[src/rtl/fseq_pkg.sv]
// Package: register addresses, command codes and shared types of the
// dual-die program sequencer. Assumes a 16-bit register-mapped device.
package fseq_pkg;
    localparam logic [15:0] A_DIE_BLK = 16'hF100;
    localparam logic [15:0] A_BUF_SEL = 16'hF101;
    localparam logic [15:0] A_PG_ADDR = 16'hF107;
    localparam logic [15:0] A_BSC     = 16'hF200;
    localparam logic [15:0] A_CMD     = 16'hF220;
    localparam logic [15:0] A_CTL_ST  = 16'hF240;
    localparam logic [15:0] A_INT     = 16'hF241;

    localparam logic [15:0] V_BSC     = 16'h0800;
    localparam logic [15:0] V_CACHE   = 16'h007F;
    localparam logic [15:0] V_FINAL   = 16'h0080;
    localparam logic [15:0] V_READY   = 16'h8040;

    localparam int ST_PREV_BIT = 2;
    localparam int ST_CUR_BIT  = 4;
    localparam int ST_PGM_BIT  = 10;

    typedef enum logic [1:0] {
        E_OK   = 2'd0,
        E_PROG = 2'd1,
        E_PREV = 2'd2,
        E_TMO  = 2'd3
    } err_e;

    typedef enum logic [3:0] {
        S_IDLE, S_SEL, S_BSEL, S_PADDR, S_BSC, S_DATA, S_CMD,
        S_CSEL, S_IRD, S_IWT, S_SRD, S_SWT, S_FIN
    } state_e;
endpackage

[src/rtl/fseq_word_ctr.sv]
// Page word counter: gives the word index inside the device buffer and
// flags the last word. Assumes clr and adv are never high together.
module fseq_word_ctr #(
    parameter int WORDS = 2048,
    localparam int IW = (WORDS > 1) ? $clog2(WORDS) : 1
) (
    input  logic          clk,
    input  logic          rst_n,
    input  logic          clr,
    input  logic          adv,
    output logic [IW-1:0] idx,
    output logic          last
);
    // Step the index once for each accepted word, restart on clr.
    always_ff @(posedge clk) begin
        if (!rst_n || clr) idx <= '0;
        else if (adv)      idx <= idx + 1'b1;
    end

    assign last = (idx == IW'(WORDS - 1));
endmodule

[src/rtl/fseq_poll_timer.sv]
// Poll timeout counter: counts not-ready interrupt reads within one check
// and signals expiry on the read that reaches max(limit,1).
module fseq_poll_timer #(
    parameter int W = 16
) (
    input  logic         clk,
    input  logic         rst_n,
    input  logic         clr,
    input  logic         tick,
    input  logic [W-1:0] limit,
    output logic         expire
);
    logic [W-1:0] cnt;

    // Count not-ready reads, saturating, cleared at the start of each check.
    always_ff @(posedge clk) begin
        if (!rst_n || clr)          cnt <= '0;
        else if (tick && ~&cnt)     cnt <= cnt + 1'b1;
    end

    assign expire = tick && (({1'b0, cnt} + 1'b1) >= {1'b0, limit});
endmodule

[src/rtl/fseq_status_eval.sv]
// Status classifier: maps a controller status word to an error flag and
// code. A previous-operation error takes priority over a current one.
module fseq_status_eval
    import fseq_pkg::*;
(
    input  logic [15:0] st,
    output logic        is_err,
    output err_e        code
);
    // Decide the error class from the three error bits.
    always_comb begin
        if (st[ST_PREV_BIT])                     code = E_PREV;
        else if (st[ST_PGM_BIT] || st[ST_CUR_BIT]) code = E_PROG;
        else                                     code = E_OK;
        is_err = (code != E_OK);
    end
endmodule

[src/rtl/flash_il_prog_seq.sv]
// Dual-die interleaved program sequencer. Loads and commands both dies for
// each page (cache program except on the last page), then polls each die's
// interrupt and status words. Assumes a fixed one-cycle read latency on the
// register port.
module flash_il_prog_seq
    import fseq_pkg::*;
#(
    parameter int          BLK_W      = 10,
    parameter int          PG_W       = 6,
    parameter int          PAGE_WORDS = 2048,
    parameter logic [15:0] BUF_BASE   = 16'h0200,
    parameter int          TMO_W      = 16,
    localparam int         IW = (PAGE_WORDS > 1) ? $clog2(PAGE_WORDS) : 1
) (
    input  logic             clk,
    input  logic             rst_n,
    input  logic             cmd_valid,
    output logic             cmd_ready,
    input  logic             cmd_die,
    input  logic [BLK_W-1:0] cmd_block,
    input  logic [PG_W-1:0]  cmd_page,
    input  logic [PG_W:0]    cmd_count,
    input  logic [TMO_W-1:0] poll_limit,
    input  logic             din_valid,
    output logic             din_ready,
    input  logic [15:0]      din_data,
    output logic             bus_en,
    output logic             bus_we,
    output logic [15:0]      bus_addr,
    output logic [15:0]      bus_wdata,
    input  logic [15:0]      bus_rdata,
    output logic             res_done,
    output logic [1:0]       res_code,
    output logic             res_die,
    output logic [PG_W-1:0]  res_page,
    output logic [15:0]      res_status
);
    state_e             state;
    logic               die0, side;
    logic [BLK_W-1:0]   blk;
    logic [PG_W-1:0]    page0;
    logic [PG_W:0]      cnt, pair_idx;
    logic [TMO_W-1:0]   lim;
    logic [IW-1:0]      widx;
    logic               wlast, tmo_hit, st_err;
    err_e               st_code;

    logic               cur_die, last_pair;
    logic [PG_W-1:0]    cur_page;
    logic [15:0]        die_word;

    assign cur_die   = die0 ^ side;
    assign cur_page  = page0 + pair_idx[PG_W-1:0];
    assign last_pair = ({1'b0, pair_idx} + 1'b1) >= {1'b0, cnt};
    assign die_word  = {cur_die, {(15-BLK_W){1'b0}}, blk};

    fseq_word_ctr #(.WORDS(PAGE_WORDS)) u_wctr (
        .clk(clk), .rst_n(rst_n),
        .clr(state == S_BSC),
        .adv(state == S_DATA && din_valid),
        .idx(widx), .last(wlast)
    );

    fseq_poll_timer #(.W(TMO_W)) u_tmr (
        .clk(clk), .rst_n(rst_n),
        .clr(state == S_CSEL),
        .tick(state == S_IWT && bus_rdata != V_READY),
        .limit(lim), .expire(tmo_hit)
    );

    fseq_status_eval u_st (.st(bus_rdata), .is_err(st_err), .code(st_code));

    // Sequence state, pair bookkeeping and result capture.
    always_ff @(posedge clk) begin
        if (!rst_n) begin
            state      <= S_IDLE;
            die0       <= 1'b0;
            side       <= 1'b0;
            blk        <= '0;
            page0      <= '0;
            cnt        <= '0;
            pair_idx   <= '0;
            lim        <= '0;
            res_code   <= E_OK;
            res_die    <= 1'b0;
            res_page   <= '0;
            res_status <= '0;
        end else begin
            case (state)
                S_IDLE: if (cmd_valid) begin
                    die0     <= cmd_die;
                    blk      <= cmd_block;
                    page0    <= cmd_page;
                    cnt      <= cmd_count;
                    lim      <= poll_limit;
                    pair_idx <= '0;
                    side     <= 1'b0;
                    state    <= S_SEL;
                end
                S_SEL:   state <= S_BSEL;
                S_BSEL:  state <= S_PADDR;
                S_PADDR: state <= S_BSC;
                S_BSC:   state <= S_DATA;
                S_DATA:  if (din_valid && wlast) state <= S_CMD;
                S_CMD: begin
                    side  <= ~side;
                    state <= side ? S_CSEL : S_SEL;
                end
                S_CSEL:  state <= S_IRD;
                S_IRD:   state <= S_IWT;
                S_IWT: begin
                    if (bus_rdata == V_READY) state <= S_SRD;
                    else if (tmo_hit) begin
                        res_code   <= E_TMO;
                        res_die    <= cur_die;
                        res_page   <= cur_page;
                        res_status <= bus_rdata;
                        state      <= S_FIN;
                    end else state <= S_IRD;
                end
                S_SRD:   state <= S_SWT;
                S_SWT: begin
                    if (st_err || (side && last_pair)) begin
                        res_code   <= st_code;
                        res_die    <= cur_die;
                        res_page   <= cur_page;
                        res_status <= bus_rdata;
                        state      <= S_FIN;
                    end else if (!side) begin
                        side  <= 1'b1;
                        state <= S_CSEL;
                    end else begin
                        side     <= 1'b0;
                        pair_idx <= pair_idx + 1'b1;
                        state    <= S_SEL;
                    end
                end
                S_FIN:   state <= S_IDLE;
                default: state <= S_IDLE;
            endcase
        end
    end

    // Register port and stream handshake decoded from the current state.
    always_comb begin
        bus_en    = 1'b0;
        bus_we    = 1'b0;
        bus_addr  = '0;
        bus_wdata = '0;
        din_ready = 1'b0;
        case (state)
            S_SEL, S_CSEL: begin
                bus_en = 1'b1; bus_we = 1'b1; bus_addr = A_DIE_BLK; bus_wdata = die_word;
            end
            S_BSEL: begin
                bus_en = 1'b1; bus_we = 1'b1; bus_addr = A_BUF_SEL; bus_wdata = {cur_die, 15'd0};
            end
            S_PADDR: begin
                bus_en = 1'b1; bus_we = 1'b1; bus_addr = A_PG_ADDR;
                bus_wdata = {{(14-PG_W){1'b0}}, cur_page, 2'b00};
            end
            S_BSC: begin
                bus_en = 1'b1; bus_we = 1'b1; bus_addr = A_BSC; bus_wdata = V_BSC;
            end
            S_DATA: begin
                din_ready = 1'b1;
                bus_en    = din_valid; bus_we = 1'b1;
                bus_addr  = BUF_BASE + 16'(widx);
                bus_wdata = din_data;
            end
            S_CMD: begin
                bus_en = 1'b1; bus_we = 1'b1; bus_addr = A_CMD;
                bus_wdata = last_pair ? V_FINAL : V_CACHE;
            end
            S_IRD: begin bus_en = 1'b1; bus_addr = A_INT;    end
            S_SRD: begin bus_en = 1'b1; bus_addr = A_CTL_ST; end
            default: ;
        endcase
    end

    assign cmd_ready = (state == S_IDLE);
    assign res_done  = (state == S_FIN);

    // ---------------- assertions ----------------
    logic bsel_ok, cmd_odd, wr_dat;
    assign wr_dat = bus_en && bus_we && bus_addr >= BUF_BASE
                    && bus_addr < BUF_BASE + 16'(PAGE_WORDS);

    // Track buffer-select since last die select, and program command parity.
    always_ff @(posedge clk) begin
        if (!rst_n) begin
            bsel_ok <= 1'b0;
            cmd_odd <= 1'b0;
        end else begin
            if (bus_en && bus_we && bus_addr == A_DIE_BLK) bsel_ok <= 1'b0;
            if (bus_en && bus_we && bus_addr == A_BUF_SEL) bsel_ok <= 1'b1;
            if (bus_en && bus_we && bus_addr == A_CMD)     cmd_odd <= ~cmd_odd;
        end
    end

    assert_bufsel_first_R3: assert property (@(posedge clk) disable iff (!rst_n)
        wr_dat |-> bsel_ok);
    assert_sector_zero_R2: assert property (@(posedge clk) disable iff (!rst_n)
        (bus_en && bus_we && bus_addr == A_PG_ADDR) |-> bus_wdata[1:0] == 2'b00);
    assert_cmd_code_R4: assert property (@(posedge clk) disable iff (!rst_n)
        (bus_en && bus_we && bus_addr == A_CMD) |-> (bus_wdata == V_CACHE || bus_wdata == V_FINAL));
    assert_paired_end_R6: assert property (@(posedge clk) disable iff (!rst_n)
        res_done |-> !cmd_odd);
    assert_done_pulse_R11: assert property (@(posedge clk) disable iff (!rst_n)
        res_done |=> !res_done);
    assert_stream_gate_R3: assert property (@(posedge clk) disable iff (!rst_n)
        (din_ready && din_valid) |-> wr_dat);
endmodule

[config.mk]
export PLATFORM = sky130hd
export DESIGN_NAME = flash_il_prog_seq
export DESIGN_NICKNAME = d
export VERILOG_FILES = /design/src/rtl/fseq_pkg.sv /design/src/rtl/fseq_word_ctr.sv /design/src/rtl/fseq_poll_timer.sv /design/src/rtl/fseq_status_eval.sv /design/src/rtl/flash_il_prog_seq.sv
export SDC_FILE = /design/constraint.sdc
export NUM_CORES = 1
export LEC_CHECK = 0
export BUFFER_PORTS_ARGS = -buffer_cell sky130_fd_sc_hd__buf_2
export CORE_MARGIN = 2
export CORE_UTILIZATION = 55
export CTS_CLUSTER_SIZE = 24
export DETAILED_ROUTE_END_ITERATION = 12
export PLACE_DENSITY_LB_ADDON = 0.2
export SYNTH_ARGS = -nofsm -noshare
export SYNTH_HDL_FRONTEND = slang
export SYNTH_SLANG_ARGS = --single-unit
[constraint.sdc]
create_clock -name clk -period 3.5 [get_ports clk]
set_input_delay 0.175 -clock clk [delete_from_list [all_inputs] [get_ports clk]]
set_output_delay 0.175 -clock clk [all_outputs]
set_load 0.1 [all_outputs]
==> results of run 1 <==
==> per-stage QoR <==
step	worst slack, ns	instance area (um2)	setup TNS, ns	power, mW	hold WS (ns)
3_5_place_dp	-0.0490	6710	-0.106	1.87	0.423
5_1_grt	0.00140	7040	0	2.82	0.0266
2_1_floorplan	0.0894	5950	0	1.72	0.293
4_1_cts	0.0239	6960	0	2.72	0.0147
6_report	0.146	7040	0	2.72	0.0244
3_3_place_gp	0.149	6710	0	1.86	0.415
==> state kept, by name, indices dropped and copies added (netlist names) <==
name        count
page0           6
side            1
res_die         1
die0            1
pair_idx        7
u_tmr.cnt      16
u_wctr.idx     11
state           4
cnt             7
res_status     16
res_code        2
lim            16
blk            10
res_page        6
==> synth_stat cells, types with 5 or more instances <==
cell type,instances,area [um2]
xnor2_1,15,131
nor2b_1,7,43.8
and2_1,16,100
nand2b_1,7,43.8
xor2_1,31,272
o21ai_2,9,78.8
nor3_2,5,50.1
dfxtp_1,104,2080
nor3b_1,5,37.5
nor2_1,44,165
nand3_1,46,230
inv_1,29,109
nor3_1,6,30.0
a21o_1,6,45.0
clkbuf_1,27,101
ha_1,32,400
nand2_1,122,458
o21ai_1,15,75.1
buf_2,10,50.1
a21oi_1,81,405
and3_1,10,62.6
a222oi_1,6,60.1
or3_1,5,31.3
a21oi_2,8,70.1
o21ai_0,16,80.1
nand4_1,7,43.8
==> layer usage <==
metal | track usage [%] | vias to the layer above | part of all wire, %
met2 | 42.6 | 216 | 46
met5 | 0 | - | 0
met3 | 3.38 | 27 | 6.7
met4 | 10.6 | 0 | 2.2
met1 | 37.1 | 2710 | 45
li1 | - | 2834 | -
==> what timing repair did <==
item                                    in CTS  in global routing
pin swaps                                    1                  2
endpoints found under the setup margin      27                 34
gates resized for setup                      8                 17
gates cloned                                 0                  2
==> report_power, final <==
group	total, mW	leakage, nW	internal (mW)	switching (mW)
logic	0.600	2.08	0.155	0.445
registers	1.26	0.846	1.22	0.0373
clock network	0.860	0.119	0.441	0.419
==> logic make-up (layout without fill, tap and decap cells) <==
kind of cell | Yosys count | count (layout) | share of synthesized area (%)
AOI/OAI and AO/OA | 180 | 180 | 19.6
other | 0 | 1 | 0
muxes | 2 | 2 | 0.357
DFF | 104 | 104 | 35.0
buffers and inverters | 72 | 197 | 5.26
adders and majority gates | 33 | 33 | 7.06
xor gates and xnor gates | 46 | 46 | 6.77
and+or+nand+nor | 304 | 306 | 26.0
==> layout make-up <==
class                      instances  area, um2  area share (%)
antenna                            1       2.50          0.0356
inverter                          30        113            1.60
timing repair buffer             151        818            11.6
clock inverter                     5       78.8            1.12
clock buffer                      11        151            2.15
tap                              136        170            2.42
sequential                       104       2090            29.7
multi-input combinational        567       3610            51.4
==> worst min path at each step <==
| stage | end | slack, ns | depth (start not counted) |
|---|---|---|---|
| floorplan | state[0] | 0.29 | 1 |
| global placement | page0[3] | 0.41 | 3 |
| detailed placement | page0[2] | 0.42 | 3 |
| CTS | lim[4] | 0.01 | 3 |
| global route | die0 | 0.03 | 3 |
| finish | lim[4] | 0.02 | 3 |
==> critical path: cells and delay by family (launching register included) <==
family | cells | cell delay, ns
AO/OA/AOI/OAI | 3 | 0.89
AND/OR/NAND/NOR | 4 | 0.65
flip-flops | 1 | 0.45
buffers and inverters | 2 | 0.35
adder cells (fa/ha/maj) | 1 | 0.31
XOR/XNOR | 1 | 0.14
==> metrics.md, run 1 <==
| Metric | Value |
|---|---|
| Status | `finished clean` |
| Setup CP Type | `flop to output port` |
| Num CTS Buffers | `9` |
| Most common cell after layout, fill and taps aside | `buf_2` |
| Vias in the first global route | `5302` |
| Placer's final routability congestion estimate | `0.882` |
| Max-slew headroom | `38.5%` |
| Via density | `5.76` |
| Crit path max fanout | `7` |
| Crit-path most repeated cell | `nand2_1` |
| Final core utilization | `67.6%` |
| Tcrit/Tclk final | `95.8%` |
| Worst min-delay path class | `input port to flop` |
| Hold path startpoint | `poll_limit[4]` |
| Worst Setup SP | `pair_idx[3]` |
| Longest Clk Path Bufs | `2` |
| Iter 0 DRT Violations | `475` |
| Pwr dens | `386 nW/um2` |
| CTS clock-pin slew for the worst setup and hold paths | `0.10 ns` |
| Finished Layout Cells | `1005` |
| Critical Path Source Type | `flop` |
| Netlist cell types | `70` |
| Arrival time at the worst endpoint | `3.18 ns` |
| Vias | `5787` |
| Actual slew at the worst max-slew pin | `0.921 ns` |
| Sequential area share after synthesis | `35.0%` |
| Synth Area per Inst | `8.03 um2` |
| DRC Markers | `0` |
| Largest net degree at the start of global routing | `53` |
| Final Max Slew Viols | `0` |
| Die ar. | `11700 um2` |
| Syn Inst Count | `741` |
| Final hold violation count | `0` |
| FF-to-FF setup slack | `0.25 ns` |
| H-tree Lvls | `3` |
| DRT Pass-1 Iters | `5` |
| Worst-path cell chain | `and4_4 -> nand2_1 -> xnor2_1 -> ha_1 -> a21o_1 -> a221o_4 -> a21o_1 -> inv_1 -> nand2_1 -> nand2_1 -> buf_4` |
| F_max | `0.298 GHz` |
| FILL cells | `926` |
| Root buf cell | `clkbuf_8` |
| Most frequent cells in the layout | `buf_2 (129), nand2_1 (122), dfxtp_1 (100)` |
| Clk_lat worst skew | `0.38 ns` |
| Yosys warning count | `0` |
| Fraction of registers with async set or reset after synthesis | `0%` |
| Setup violators final | `0` |
| Port-buffer cells | `137` |
| Grt total ovfl | `0` |
| Unrepaired setup endpoints after global routing | `no` |
| Worst path slowest cell | `a221o_4` |
| Initial antenna violation count | `1` |
| Area growth from synthesis to layout | `18.2%` |
| # IOs | `138` |
| FP Rows | `37` |
| Worst VDD drop | `275 uV` |
| Placed cells | `986` |
| Cell area after synthesis | `5950 um2` |
| Final Critical Period | `3.35 ns` |
| First-pass GRT wire length | `25.2 mm` |
| Path depth of the worst reg2reg path | `14` |
| Seq cells post-synth | `104` |
| Pleak | `3.04 nW` |
| Delay of the slowest critical-path stage | `0.46 ns` |
| TritonCTS clock tree | `done` |
| CTS Sinks | `104` |
| Hold-fix buffers, CTS | `0` |
| CP endpoint kind | `output port` |
| Final nets | `972` |
| WP data required | `3.32 ns` |
| WL per Instance | `15.8 um` |
| Tot GR Track Use | `26.8%` |
| Max_cap viols | `0` |
| EDFF count, synth | `0` |
| Setup Buffers After CTS | `0` |
| Crit path to | `bus_wdata[5]` |
| Net count after synthesis | `850` |
| Final WL | `15.9 mm` |
| Die Width | `108 um` |
| Layout cells sized above 1 | `25.2%` |
| Post-detailed-route count of antenna-violating nets | `0` |
| Worst r2r src | `u_tmr.cnt[1]` |
| Die Ht | `108 um` |
| Most used flip-flop cell after synthesis | `dfxtp_1` |
| Starting Density | `57.1%` |
| Final Skew | `0.0129 ns` |
| Hpwl dp | `11.4 mm` |
| Placeable Area | `10400 um2` |
| RR Endpoint | `res_status[0]` |
No activity file was read; power rests on OpenSTA's default activity.
==> run 2: changes to the inputs <==
- CORE_MARGIN: 2 -> default
- CORE_UTILIZATION: 55 -> 56
- CTS_BUF_LIST: default -> sky130_fd_sc_hd__clkbuf_4 sky130_fd_sc_hd__clkbuf_8
==> metrics.md, run 2 (synthesis results as in run 1) <==
| Metric | Value |
|---|---|
| Status | `finished clean` |
| Die Width | `105 um` |
| Path depth of the worst reg2reg path | `11` |
| CTS Sinks | `104` |
| FF-to-FF setup slack | `0.19 ns` |
| First-pass GRT wire length | `25.9 mm` |
| Final Skew | `0.0122 ns` |
| Switch Pwr | `0.916 mW` |
| Combinational Power Share | `23.6%` |
| FP Rows | `37` |
| Clk_lat worst skew | `0.39 ns` |
| Internal Dissipation | `1.73 mW` |
| Final WL | `16.1 mm` |
| Via density | `5.83` |
| Longest Clk Path Bufs | `2` |
| Layout cells sized above 1 | `25.5%` |
| TritonCTS clock tree | `done` |
| Pwr dens | `375 nW/um2` |
| Most common cell after layout, fill and taps aside | `buf_2` |
| Pleak | `3.06 nW` |
| WL per Instance | `15.9 um` |
| Tcrit/Tclk final | `96.5%` |
| Placer's final routability congestion estimate | `0.886` |
| Most frequent cells in the layout | `buf_2 (129), nand2_1 (122), dfxtp_1 (101)` |
| Sequential share of power | `47.5%` |
| Critical Path Source Type | `flop` |
| Hold path startpoint | `cmd_block[4]` |
| CP endpoint kind | `output port` |
| Crit path max fanout | `7` |
| Finished Cell Area | `7070 um2` |
| Port-buffer cells | `137` |
| Hold depth | `3` |
| Post-detailed-route count of antenna-violating nets | `0` |
| Final hold violation count | `0` |
| Final Max Slew Viols | `0` |
| # IOs | `138` |
| H-tree Lvls | `3` |
| Worst Setup SP | `pair_idx[2]` |
| Worst VDD drop | `346 uV` |
| Diode count | `0` |
| Final nets | `977` |
| Delay of the slowest critical-path stage | `0.47 ns` |
| F_max | `0.296 GHz` |
| Setup CP Type | `flop to output port` |
| Tot GR Track Use | `28.9%` |
| Die Ht | `105 um` |
| Final Critical Period | `3.38 ns` |
| Max_cap viols | `0` |
| Largest net degree at the start of global routing | `61` |
| Largest regs | `lim (16), res_status (16), u_tmr.cnt (16)` |
| Worst r2r src | `u_tmr.cnt[8]` |
| Hold Path Sink | `blk[4]` |
| Worst min-delay path class | `input port to flop` |
| Root buf cell | `clkbuf_8` |
| Starting Density | `57.7%` |
| DRC Markers | `0` |
| Grt total ovfl | `0` |
| Actual slew at the worst max-slew pin | `1.11 ns` |
| RR Endpoint | `res_code[0]` |
| Dpl cell area | `6750 um2` |
| Arrival time at the worst endpoint | `3.20 ns` |
| WP buf/inv | `1` |
| Max-slew headroom | `25.9%` |
| Area growth from synthesis to layout | `18.9%` |
| Switching Share | `34.6%` |
| Num CTS Buffers | `9` |
| Worst-path cell chain | `and4_4 -> nand2_1 -> xnor2_1 -> ha_1 -> a21o_1 -> a221o_4 -> a21o_1 -> a222oi_1 -> o21ai_1 -> buf_4` |
| Placeable Area | `10300 um2` |
| CTS clock-pin slew for the worst setup and hold paths | `0.10 ns` |
| Initial antenna violation count | `0` |
| Die ar. | `11000 um2` |
| Final core utilization | `68.5%` |
| Clock power share | `28.9%` |
| WP data required | `3.32 ns` |
| Vias | `5879` |
| Family with the most delay on the worst path | `compound AO/OA/AOI/OAI gates` |
| Iter 0 DRT Violations | `365` |
| Setup violators final | `0` |
| DRT Pass-1 Iters | `8` |
| Crit-path most repeated cell | `a21o_1` |
| Worst path slowest cell | `dfxtp_1` |
| Vias in the first global route | `5454` |
| Hpwl dp | `11.5 mm` |
run 2: power by group through the flow:
| stage | logic [mW] | clock network [mW] | registers, mW |
|---|---|---|---|
| floorplan | 0.454 | 0 | 1.27 |
| global placement | 0.592 | 0 | 1.28 |
| detailed placement | 0.603 | 0 | 1.28 |
| CTS | 0.609 | 0.772 | 1.26 |
| global route | 0.666 | 0.815 | 1.26 |
| finish | 0.626 | 0.765 | 1.26 |
run 2: through the flow:
step / setup TNS (ns) / cells / worst slack [ns] / power [mW] / hold WS, ns
finish: 0 / 1009 / 0.122 / 2.65 / 0.00798
floorplan: 0 / 741 / 0.0894 / 1.72 / 0.293
global placement: 0 / 989 / 0.0997 / 1.88 / 0.415
global route: -0.0212 / 1009 / -0.0125 / 2.75 / 0.000482
detailed placement: -0.259 / 989 / -0.0776 / 1.89 / 0.421
CTS: 0 / 1006 / 0.0212 / 2.64 / 0.00114
run 2: worst max-delay path by stage:
stage,end,depth (start not counted)
2_1_floorplan,bus_addr[6],6
3_3_place_gp,res_page[5],11
3_5_place_dp,res_page[5],11
4_1_cts,res_status[12],14
5_1_grt,res_die,14
6_report,bus_wdata[7],10
run 2: area by class of cell:
type / instances / area, um2
clock inverter: 6 / 60.1
timing repair buffer: 156 / 897
clock buffer: 10 / 131
multi-input combinational: 567 / 3620
sequential: 104 / 2090
fill: 912 / 3250
inverter: 30 / 113
tap: 136 / 170
run 2: routing by layer:
layer	share of wire (%)	vias up	track usage (%)
li1	-	2844	-
met1	45	2764	38.1
met2	47	240	46.9
met3	6.4	31	6.55
met4	2.0	0	9.26
met5	0	-	0
run 2: what timing repair did:
action                                 4_1_cts  5_1_grt
setup endpoints to repair                   29       33
gates cloned                                 0        2
hold buffers                                 1        0
pin swaps                                    1        4
gates resized for setup                      8       23
endpoints found under the hold margin        1        0
setup buffers                                0        1
run 2: tightest hold or removal path, delay by kind of cell:
kind / cells / cell delay, ns
buffers and inverters: 1 / 0.09
AO/OA/AOI/OAI: 1 / 0.05
AND/OR/NAND/NOR: 1 / 0.04
